$ cat src/rtl/rf_pkg.sv
package rf_pkg;
  parameter int unsigned RF_DATA_W   = 16;
  parameter int unsigned RF_ADDR_W   = 4;
  parameter int unsigned RF_ZERO_IDX = 1;
  parameter int unsigned RF_ONES_IDX = 2;
  parameter int unsigned RF_SP_IDX   = 14;
  parameter int unsigned RF_IP_IDX   = 15;
endpackage

$ cat src/rtl/rf_gp_reg.sv
module rf_gp_reg #(
  parameter int unsigned DATA_W = 16
) (
  input  logic              clk,
  input  logic              rst,
  input  logic              we,
  input  logic [DATA_W-1:0] d,
  output logic [DATA_W-1:0] q
);
  always_ff @(posedge clk) begin
    if (rst)     q <= '0;
    else if (we) q <= d;
  end
endmodule

$ cat src/rtl/rf_ip_reg.sv
module rf_ip_reg #(
  parameter int unsigned DATA_W = 16
) (
  input  logic              clk,
  input  logic              rst,
  input  logic              gen_we,
  input  logic [DATA_W-1:0] gen_d,
  input  logic              load,
  input  logic [DATA_W-1:0] load_d,
  input  logic              inc,
  output logic [DATA_W-1:0] q
);
  localparam logic [DATA_W-1:0] ONE = DATA_W'(1);

  // priority: general write, then jump load, then increment
  always_ff @(posedge clk) begin
    if (rst)         q <= '0;
    else if (gen_we) q <= gen_d;
    else if (load)   q <= load_d;
    else if (inc)    q <= q + ONE;
  end
endmodule

$ cat src/rtl/rf_read_port.sv
module rf_read_port #(
  parameter int unsigned DATA_W = 16,
  parameter int unsigned ADDR_W = 4,
  localparam int unsigned DEPTH = 2 ** ADDR_W
) (
  input  logic [DATA_W-1:0] ents [DEPTH],
  input  logic [ADDR_W-1:0] idx,
  output logic [DATA_W-1:0] data
);
  assign data = ents[idx];
endmodule

$ cat src/rtl/reg_bank_top.sv
module reg_bank_top
  import rf_pkg::*;
#(
  parameter int unsigned DATA_W   = RF_DATA_W,
  parameter int unsigned ADDR_W   = RF_ADDR_W,
  parameter int unsigned ZERO_IDX = RF_ZERO_IDX,
  parameter int unsigned ONES_IDX = RF_ONES_IDX,
  parameter int unsigned IP_IDX   = RF_IP_IDX
) (
  input  logic              clk,
  input  logic              rst,
  input  logic [ADDR_W-1:0] rd_a_idx,
  output logic [DATA_W-1:0] rd_a_data,
  input  logic [ADDR_W-1:0] rd_b_idx,
  output logic [DATA_W-1:0] rd_b_data,
  input  logic              wr_en,
  input  logic [ADDR_W-1:0] wr_idx,
  input  logic [DATA_W-1:0] wr_data,
  input  logic              ip_inc,
  input  logic              ip_load,
  input  logic [DATA_W-1:0] ip_load_data,
  output logic [DATA_W-1:0] ip_value
);
  localparam int unsigned DEPTH = 2 ** ADDR_W;

  logic [DATA_W-1:0] ents [DEPTH];

  for (genvar i = 0; i < DEPTH; i++) begin : g_ent
    if (i == ZERO_IDX) begin : g_zero
      assign ents[i] = '0;
    end else if (i == ONES_IDX) begin : g_ones
      assign ents[i] = '1;
    end else if (i == IP_IDX) begin : g_ip
      rf_ip_reg #(.DATA_W(DATA_W)) u_ip (
        .clk    (clk),
        .rst    (rst),
        .gen_we (wr_en && (wr_idx == ADDR_W'(i))),
        .gen_d  (wr_data),
        .load   (ip_load),
        .load_d (ip_load_data),
        .inc    (ip_inc),
        .q      (ents[i])
      );
    end else begin : g_gp
      rf_gp_reg #(.DATA_W(DATA_W)) u_reg (
        .clk (clk),
        .rst (rst),
        .we  (wr_en && (wr_idx == ADDR_W'(i))),
        .d   (wr_data),
        .q   (ents[i])
      );
    end
  end

  rf_read_port #(.DATA_W(DATA_W), .ADDR_W(ADDR_W)) u_rd_a (
    .ents (ents), .idx (rd_a_idx), .data (rd_a_data)
  );
  rf_read_port #(.DATA_W(DATA_W), .ADDR_W(ADDR_W)) u_rd_b (
    .ents (ents), .idx (rd_b_idx), .data (rd_b_data)
  );

  assign ip_value = ents[IP_IDX];
endmodule

$ cat config.mk
export PLATFORM = sky130hd
export DESIGN_NAME = reg_bank_top
export DESIGN_NICKNAME = d
export VERILOG_FILES = /design/src/rtl/rf_pkg.sv /design/src/rtl/rf_gp_reg.sv /design/src/rtl/rf_ip_reg.sv /design/src/rtl/rf_read_port.sv /design/src/rtl/reg_bank_top.sv
export SDC_FILE = /design/constraint.sdc
export NUM_CORES = 1
export LEC_CHECK = 0
export ABC_AREA = 0
export BUFFER_PORTS_ARGS = -buffer_cell sky130_fd_sc_hd__buf_4
export CORE_ASPECT_RATIO = 0.7
export CORE_MARGIN = 2
export CORE_UTILIZATION = 61
export CTS_CLUSTER_SIZE = 30
export DETAILED_ROUTE_END_ITERATION = 12
export PLACE_DENSITY = 0.79
export SYNTH_ARGS = -nofsm -noshare
export SYNTH_HDL_FRONTEND = slang
export SYNTH_SLANG_ARGS = --single-unit
$ cat constraint.sdc
create_clock -name clk -period 2.8 [get_ports clk]
set_input_delay 0.56 -clock clk [delete_from_list [all_inputs] [get_ports clk]]
set_output_delay 0.56 -clock clk [all_outputs]
set_load 0.05 [all_outputs]
== Word-level counts from Yosys, hierarchy flattened ==
Index checks and enable logic that the tools add are counted.
Word-level totals
  register bits: 224
  output and inout bits: 48
  word-level logic and storage cells: 57
Operators by class
  $add $sub $neg: 1
  order comparisons: 2
  eq/ne operators: 13
  mux-type cells: 9
  bitwise gates (word level): 2
  reductions and logical operators: 16
Operators by type and width (count)
  $bmux W16 S4: 2
  $mux W16: 7
  $eq A4 B4 Y1 const B: 8
  $add A16 B1 Y16 const B: 1
  $eq A4 B3 Y1 const B: 4
  $logic_and A1 B1 Y1: 14
  $ge A5 B5 Y1 const B: 2
  $not A4 Y5: 2
  $eq A4 B2 Y1 const B: 1
  $logic_not A4 Y1: 1
  $reduce_bool A3 Y1: 1

== Longest topological paths before layout ==
Gate-level depths: netlist of the first run.
  depth in word-level cells: 4
  gate-level depth with buffers: 7
  mapped depth without buffers: 6

== Cells and area by module ==
Synthesis of the first run repeated with hierarchy kept, for this count alone.
Second synthesis, totals
  cell total of the unflattened synthesis: 1146
  area, all modules: 12834.8 um^2
Modules (own cells, without submodules)
  rf_gp_reg: instances 13, cells each 52, area an instance 580.6 um^2, sequential area each 320.3 um^2
  rf_read_port: instances 2, cells each 137, area an instance 1933.1 um^2, sequential area each 0.0 um^2
  rf_ip_reg: instances 1, cells each 173, area an instance 1306.3 um^2, sequential area each 320.3 um^2
  reg_bank_top: instances 1, cells each 23, area an instance 115.1 um^2, sequential area each 0.0 um^2

== Worst setup path before layout of the first run ==
OpenSTA, ideal clock, no wires.
  path kind: input to output
  from: in rd_b_idx[1]
  to: out rd_b_data[10]
  data arrival time: 2420 ps
  data required time: 2240 ps
  slack: -180 ps
  cell stages on the path: 7
  path through: buf_4 buf_2 clkbuf_1 nor2_1 a211oi_1 a211oi_1 a21oi_1
Between the ends
  cells in the longest elaborated chain, start to end: 4
Ends and longest elaborated chain
  start: declaration: RTL line reg_bank_top.sv:14  | input logic [ADDR_W-1:0] rd_b_idx,
  $not A4 Y5 (implied by the code): RTL line rf_read_port.sv:10  | assign data = ents[idx];
  $bmux W16 S4: RTL line rf_read_port.sv:10
  $mux W16 (implied by the code) (2 in series): RTL line rf_read_port.sv:10
  end: declaration: RTL line reg_bank_top.sv:15  | output logic [DATA_W-1:0] rd_b_data,
Every way passes these cells. The select of a mux whose other input is x is not followed.

== Final worst setup path of the first run ==
  from: in rd_a_idx[0]
  to: out rd_a_data[13]
Between the ends
  cells in the longest elaborated chain, start to end: 4
Ends and longest elaborated chain
  start: declaration: RTL line reg_bank_top.sv:12  | input logic [ADDR_W-1:0] rd_a_idx,
  $not A4 Y5 (implied by the code): RTL line rf_read_port.sv:10
  $bmux W16 S4: RTL line rf_read_port.sv:10
  $mux W16 (implied by the code) (2 in series): RTL line rf_read_port.sv:10
  end: declaration: RTL line reg_bank_top.sv:13  | output logic [DATA_W-1:0] rd_a_data,
Every way passes these cells. The select of a mux whose other input is x is not followed.

==> out/metrics.csv, run 1 <==
stage;metric;value;unit
setup_path;path_class;in -> out;
grt;grt_overflow;0;
flow_run;maxCapViolations;0;
logic_synthesis;yosysMostFrequentCell;nand2_1;
grt;grt_max_degree;97;
setup_path;rr_startpoint;g_ent[15].g_ip.u_ip.q[9]$_SDFFE_PP0P_;
place;numPortBuffers;96;
clock_tree;clock_latency;510;ps
layout;drive_gt1_frac;0.220;
logic_synthesis;synthFlopType;dfxtp_1;
timing;setup_tns;0;ps
logic_synthesis;synth_seq_area_share;0.372;
power_and_ir_drop;peakVddDrop;513;uV
timing;fmax;360;MHz
place;hpwl;28000;um
timing;finalCriticalPeriod;2780;ps
setup_path;rr_worst_depth;5;
logic_synthesis;synth_edf_count;0;
place;place.gp.congestion;0.940;
min_path;holdPathEnd;g_ent[15].g_ip.u_ip.q[2]$_SDFFE_PP0P_;
layout;area_growth;15.4;%
detailed_routing;drt_first_pass_iters;6;
detailed_routing;via_per_inst;6.62;
detailed_routing;drt_wl_total;41400;um
timing;timing.slew.headroom;0.406;
timing;final_max_slew_viol_count;0;
layout;diodes;0;
power_and_ir_drop;powerDensity;530;nW/um^2
clock_tree;cts_inserted_buffers;22;
logic_synthesis;synth_xor_area_frac;0.00800;
logic_synthesis;syn_area_per_cell;8.34;sq um
detailed_routing;vias;11658;
min_path;hold_start;ip_load_data[2];
floorplan;rows;42;
setup_path;r2r_end;g_ent[15].g_ip.u_ip.q[15]$_SDFFE_PP0P_;
grt;antenna_found_initial;1;
setup_path;path_max_fanout;20;
logic_synthesis;ys_top_cells_by_area;dfxtp_1 (37%), mux4_2 (18%), nand2_1 (14%), a21oi_1 (11%), a211oi_1 (3.3%);
clock_tree;path_clk_slew;70;ps
clock_tree;postCtsHoldBufs;0;
layout;fin_nets;1537;
floorplan;core-area;19100;sq um
detailed_routing;drc;0;
grt;grt_pass1_wl;62800;um
logic_synthesis;synth_top_family_by_area;multiplexers;
floorplan;ios;97;
timing;tightest_slew;889;ps
logic_synthesis;ys_types;48;
grt;grtUsageTotal;0.400;
grt;grt_pass1_vias;10729;
logic_synthesis;synth_simple_gate_area_frac;0.194;
logic_synthesis;netlist_instances;1445;
logic_synthesis;synthMuxAreaShare;0.211;
timing;setup_violations;0;
floorplan;start_util;0.630;
detailed_routing;ant_nets;0;
timing;period_share;0.991;
floorplan;die_w;172;um
logic_synthesis;async_reset_ff_frac;0;
clock_tree;h-tree-depth;1;
setup_path;cp-start-kind;input port;
clock_tree;cts_buffer_depth;3;
setup_path;worstPathRequired;2240;ps
power_and_ir_drop;leakage;4.78;nW
logic_synthesis;ys_seq_elements;224;
clock_tree;cts_tree;built;
timing;finClkSkew;5.29;ps
detailed_routing;avgRoutedWirePerCell;23.5;um
clock_tree;cts_setup_buffers;0;
floorplan;die_area;20900;sq um
logic_synthesis;synth_top_area_cell;dfxtp_1;
logic_synthesis;synth_compound_area_frac;0.157;
floorplan;chipHeight;122;um
clock_tree;clkSinkCount;224;
timing;timing.hold.ws;392;ps
logic_synthesis;yosysWarningCount;0;
min_path;hold_path_depth;3;
status;outcome;finished, final reports clean;
logic_synthesis;synth_nets;1495;
logic_synthesis;synth_fa_ha_area_frac;0.00104;
timing;finalHoldViolCount;0;
setup_path;cp.arrival;2220;ps
min_path;hold_path_class;in -> reg;
clock_tree;cts_resized;0;
detailed_routing;first_iter_violations;1852;
timing;rsz0062_at_grt;false;
setup_path;r2r_slack;490;ps
clock_tree;clk_root_buffer_cell;clkbuf_16;
logic_synthesis;synth_top_area_frac;0.372;
setup_path;cp-end-kind;output pin;
logic_synthesis;syn_area;12000;sq um
logic_synthesis;ys_top_cells_by_count;nand2_1 (465), a21oi_1 (268), dfxtp_1 (224), mux4_2 (94), clkbuf_1 (90);
==> registers in the layout (all words and copies together), names as in the netlist <==
name	flops
g_ent.g_gp.u_reg.q	208
g_ent.g_ip.u_ip.q	16
==> metrics by stage <==
step	cell area (sq um)	instances	utilization	setup slack [ps]	total power, mW
4_1_cts	13900	1762	0.726	19.2	7.33
2_1_floorplan	12200	1445	-	118	4.09
3_3_place_gp	13200	1727	0.690	16.0	4.46
5_1_grt	13900	1762	0.726	4.03	7.53
6_report	13900	1762	0.726	24.6	7.36
3_5_place_dp	13200	1727	0.690	24.7	4.48
==> final cells by class <==
type	count	area, sq um
well taps	264	330
multi-input cells	1072	7020
fillers	1490	5230
inverters	8	30.0
flip-flops and latches	224	4480
clock buffers	30	622
clock inverters	5	56.3
repair buffers	159	1350
==> metal layers <==
metal,global-route usage,up-vias,wire [um]
met4,0.182,0,2200
met3,0.112,164,6660
met2,0.572,883,17000
li1,-,5114,-
met1,0.569,5497,15500
met5,0,-,0
==> how the worst max path moves through the flow <==
| stage | startpoint | to | slack (ps) | cells past startpoint |
|---|---|---|---|---|
| 3_3_place_gp | rd_a_idx[0] | rd_a_data[4] | 20 | 6 |
| 2_1_floorplan | rd_b_idx[1] | rd_b_data[6] | 120 | 7 |
| 6_report | rd_a_idx[0] | rd_a_data[13] | 20 | 6 |
| 5_1_grt | rd_a_idx[0] | rd_a_data[13] | 4 | 6 |
| 4_1_cts | rd_a_idx[0] | rd_a_data[4] | 20 | 6 |
| 3_5_place_dp | rd_a_idx[0] | rd_a_data[4] | 20 | 6 |
==> where the power goes <==
group / switching, mW / internal, mW / total (mW)
combinational: 0.730 / 0.385 / 1.11
clock: 1.27 / 1.64 / 2.91
sequential: 0.0897 / 3.24 / 3.33
==> worst max-delay path, cell delays in order <==
cell and delay (ps):
buf_4 220, buf_12 230, mux4_2 510, mux2i_1 340
a21oi_2 130, buf_4 220
==> cell usage in the layout (no fill, tap or decap), types with 3 or more instances in the layout <==
master and instances:
clkinv_2 3, buf_4 145, nand2b_1 3, clkbuf_1 5, nor3_2 3, nor2b_1 4, buf_12 12, mux2i_1 34
xor2_1 5, nand2_1 465, xnor2_1 6, a21oi_2 32, nor3_1 20, inv_1 8, nand3_1 11, dfxtp_1 224
nor2_1 54, and3_1 3, a211oi_1 53, nand4_1 4, a21oi_1 236, mux4_2 94, clkbuf_16 23, o21ai_0 12
o21a_1 4
==> cells by family (layout without fill, tap and decap cells) <==
logic type,Yosys count,count (layout)
and+or+nand+nor,582,582
AOI/OAI and AO/OA,345,345
DFF,224,224
buffers and inverters,149,202
muxes,133,133
xor gates and xnor gates,11,11
adders and majority gates,1,1
(Power assumes the default switching activity.)
==> inputs of run 2 (changes only) <==
- CORE_ASPECT_RATIO: 0.7 -> unset
==> run 2 against run 1 <==
  * First-iteration DRC count fell by 13%
  * Critical path depth fell by 2
  * Clock power rose by 4%
  * Via count fell by 0.69%
  * Global-route usage fell by 0.55 points
  * Routed wire length fell by 1.8%
  * Total power rose by 1.7%
  * Clock skew rose by 2.4 ps
  * Worst hold slack got worse by 3.3 ps
  * Critical path type is now reg -> out
  * Largest power group unchanged
  * Highest routed layer unchanged
==> out/metrics.csv, run 2 (synthesis results as in run 1) <==
stage;metric;value;unit;change
status;outcome;finished, final reports clean;;
floorplan;core-area;19400;sq um;+1.4%
timing;fmax;361;MHz;+0.28%
detailed_routing;drt_first_pass_iters;7;;+1
timing;finalCriticalPeriod;2770;ps;-7.66 ps
timing;setup_violations;0;;unchanged
layout;drive_gt1_frac;0.220;;+0.000227
setup_path;cp-end-kind;output pin;;
grt;grt_max_degree;92;;-5.2%
grt;grt_overflow;0;;unchanged
clock_tree;postCtsHoldBufs;0;;unchanged
setup_path;path_max_fanout;7;;-65%
detailed_routing;drt_wl_total;40700;um;-1.8%
power_and_ir_drop;sw_frac_of_total;0.281;;-0.00362
layout;layout_commonest_cell;nand2_1;;
clock_tree;clkSinkCount;224;;unchanged
power_and_ir_drop;pwr-share-comb;0.150;;about the same
clock_tree;clock_latency;520;ps;about the same
flow_run;maxCapViolations;0;;unchanged
setup_path;cp-start-kind;register;;
power_and_ir_drop;clkPwrFrac;0.405;;+0.009
clock_tree;cts_inserted_buffers;25;;+14%
clock_tree;cts_buffer_depth;3;;unchanged
grt;grt_pass1_vias;11155;;+4.0%
layout;mostFrequentLayoutCells;nand2_1 (465), a21oi_1 (236), dfxtp_1 (224);;
layout;regMostFlops;g_ent.g_gp.u_reg.q;;
power_and_ir_drop;powerDensity;536;nW/um^2;+1.2%
setup_path;worstPathRequired;2240;ps;about the same
power_and_ir_drop;power_frac_seq;0.444;;-0.009
timing;tightest_slew;830;ps;-59.2 ps
setup_path;path_class;reg -> out;;
layout;fin_area;14000;sq um;+0.57%
place;place_area;13200;sq um;+0.20%
timing;timing.slew.headroom;0.445;;+0.0395
layout;largest_reg_flops;208;;unchanged
layout;biggestRegsByFlops;g_ent.g_gp.u_reg.q (208), g_ent.g_ip.u_ip.q (16);;
min_path;hold_path_class;in -> reg;;
clock_tree;clk_root_buffer_cell;clkbuf_16;;
timing;setup_tns;0;ps;unchanged
clock_tree;h-tree-depth;1;;unchanged
clock_tree;cts_setup_buffers;0;;unchanged
timing;period_share;0.988;;-0.00274
layout;area_growth;16.0;%;
timing;finClkSkew;7.70;ps;+2.41 ps
grt;antenna_found_initial;0;;-1
power_and_ir_drop;total_power;7.49;mW;+1.7%
setup_path;rr_worst_depth;6;;+1
power_and_ir_drop;leakage;4.83;nW;+0.95%
clock_tree;cts_tree;built;;
timing;final_max_slew_viol_count;0;;unchanged
setup_path;cp.arrival;2210;ps;about the same
power_and_ir_drop;p_int;5.39;mW;+2.3%
place;hpwl;27300;um;-2.5%
detailed_routing;avgRoutedWirePerCell;23.0;um;-2.1%
place;numPortBuffers;96;;unchanged
detailed_routing;via_per_inst;6.55;;-0.97%
layout;fin_cells;1767;;+0.28%
floorplan;chipHeight;145;um;+19%
floorplan;ios;97;;unchanged
grt;grt_pass1_wl;62300;um;-0.81%
detailed_routing;drc;0;;unchanged
place;place_inst;1727;;unchanged
floorplan;die_area;20900;sq um;about the same
floorplan;rows;51;;+21%
floorplan;start_util;0.621;;-0.00877
detailed_routing;vias;11578;;-0.69%
min_path;hold_path_depth;3;;unchanged
detailed_routing;ant_nets;0;;unchanged
timing;timing.hold.ws;389;ps;-3.28 ps
detailed_routing;first_iter_violations;1619;;-13%
layout;fin_nets;1539;;+0.13%
clock_tree;path_clk_slew;50;ps;-20 ps
power_and_ir_drop;peakVddDrop;422;uV;-18%
place;place.gp.congestion;0.920;;-2.1%
timing;rsz0062_at_grt;false;;
grt;grtUsageTotal;0.395;;-0.00552
floorplan;die_w;145;um;-16%
power_and_ir_drop;p_sw;2.10;mW;+0.45%
timing;finalHoldViolCount;0;;unchanged
-- run 2: cell count changes in the layout (fill, tap and decap cells not counted) --
cell	before	now
buf_12	12	15
buf_4	145	142
clkbuf_8	2	5
clkbuf_16	23	25
buf_6	2	1
bufinv_16	1	0
clkinvlp_4	0	1
diode_2	0	1
inv_8	1	0
mux2i_1	34	35
mux2i_2	2	1
nor3_1	20	21
nor3_2	3	2
-- run 2: timing repair --
action                     CTS  global route
resized for setup            0             1
setup endpoints to repair    0             1
hold endpoints to repair     0             0
-- run 2: critical path, stage by stage, from the launching register on --
cell and delay, ps:
dfxtp_1 470, mux4_2 560, mux2i_1 320, a21oi_2 120
buf_4 210
-- run 2: path summary, 6_finish.rpt --
check	slack, ps	start	to
hold reg to reg	460	g_ent[12].g_gp.u_reg.q[2]$_SDFFE_PP0P_	g_ent[12].g_gp.u_reg.q[2]$_SDFFE_PP0P_
setup / recovery	30	g_ent[15].g_ip.u_ip.q[4]$_SDFFE_PP0P_	rd_a_data[4]
setup reg to reg	590	g_ent[15].g_ip.u_ip.q[0]$_SDFFE_PP0P_	g_ent[15].g_ip.u_ip.q[12]$_SDFFE_PP0P_
hold / removal	390	ip_load_data[2]	g_ent[15].g_ip.u_ip.q[2]$_SDFFE_PP0P_
-- run 2: area by class of cell --
cell class | count | area [sq um]
antenna | 1 | 2.50
clock buffer | 35 | 713
clock inverter | 4 | 22.5
fill | 1475 | 5420
inverter | 8 | 30.0
multi-input combinational | 1072 | 7010
sequential | 224 | 4480
tap | 265 | 332
timing repair buffer | 158 | 1380
-- run 2: per-layer routing --
layer  track usage  vias up  wire [um]
met5             0        -          0
met4         0.244        0       2720
met3        0.0828      168       4990
met2         0.622      807      18300
met1         0.499     5474      14600
li1              -     5129          -
-- run 2: metrics by stage --
stage          worst slack, ps   util
6_report                  32.3  0.720
2_1_floorplan              118      -
3_3_place_gp               137  0.682
5_1_grt                   17.0  0.720
3_5_place_dp               121  0.682
4_1_cts                    119  0.720
-- run 2: power by group through the flow --
stage	clock network, mW	registers [mW]	logic [mW]
floorplan	0	3.35	0.733
global placement	0	3.39	1.08
global route	3.18	3.33	1.17
detailed placement	0	3.39	1.09
finish	3.04	3.33	1.13
CTS	3.03	3.32	1.10
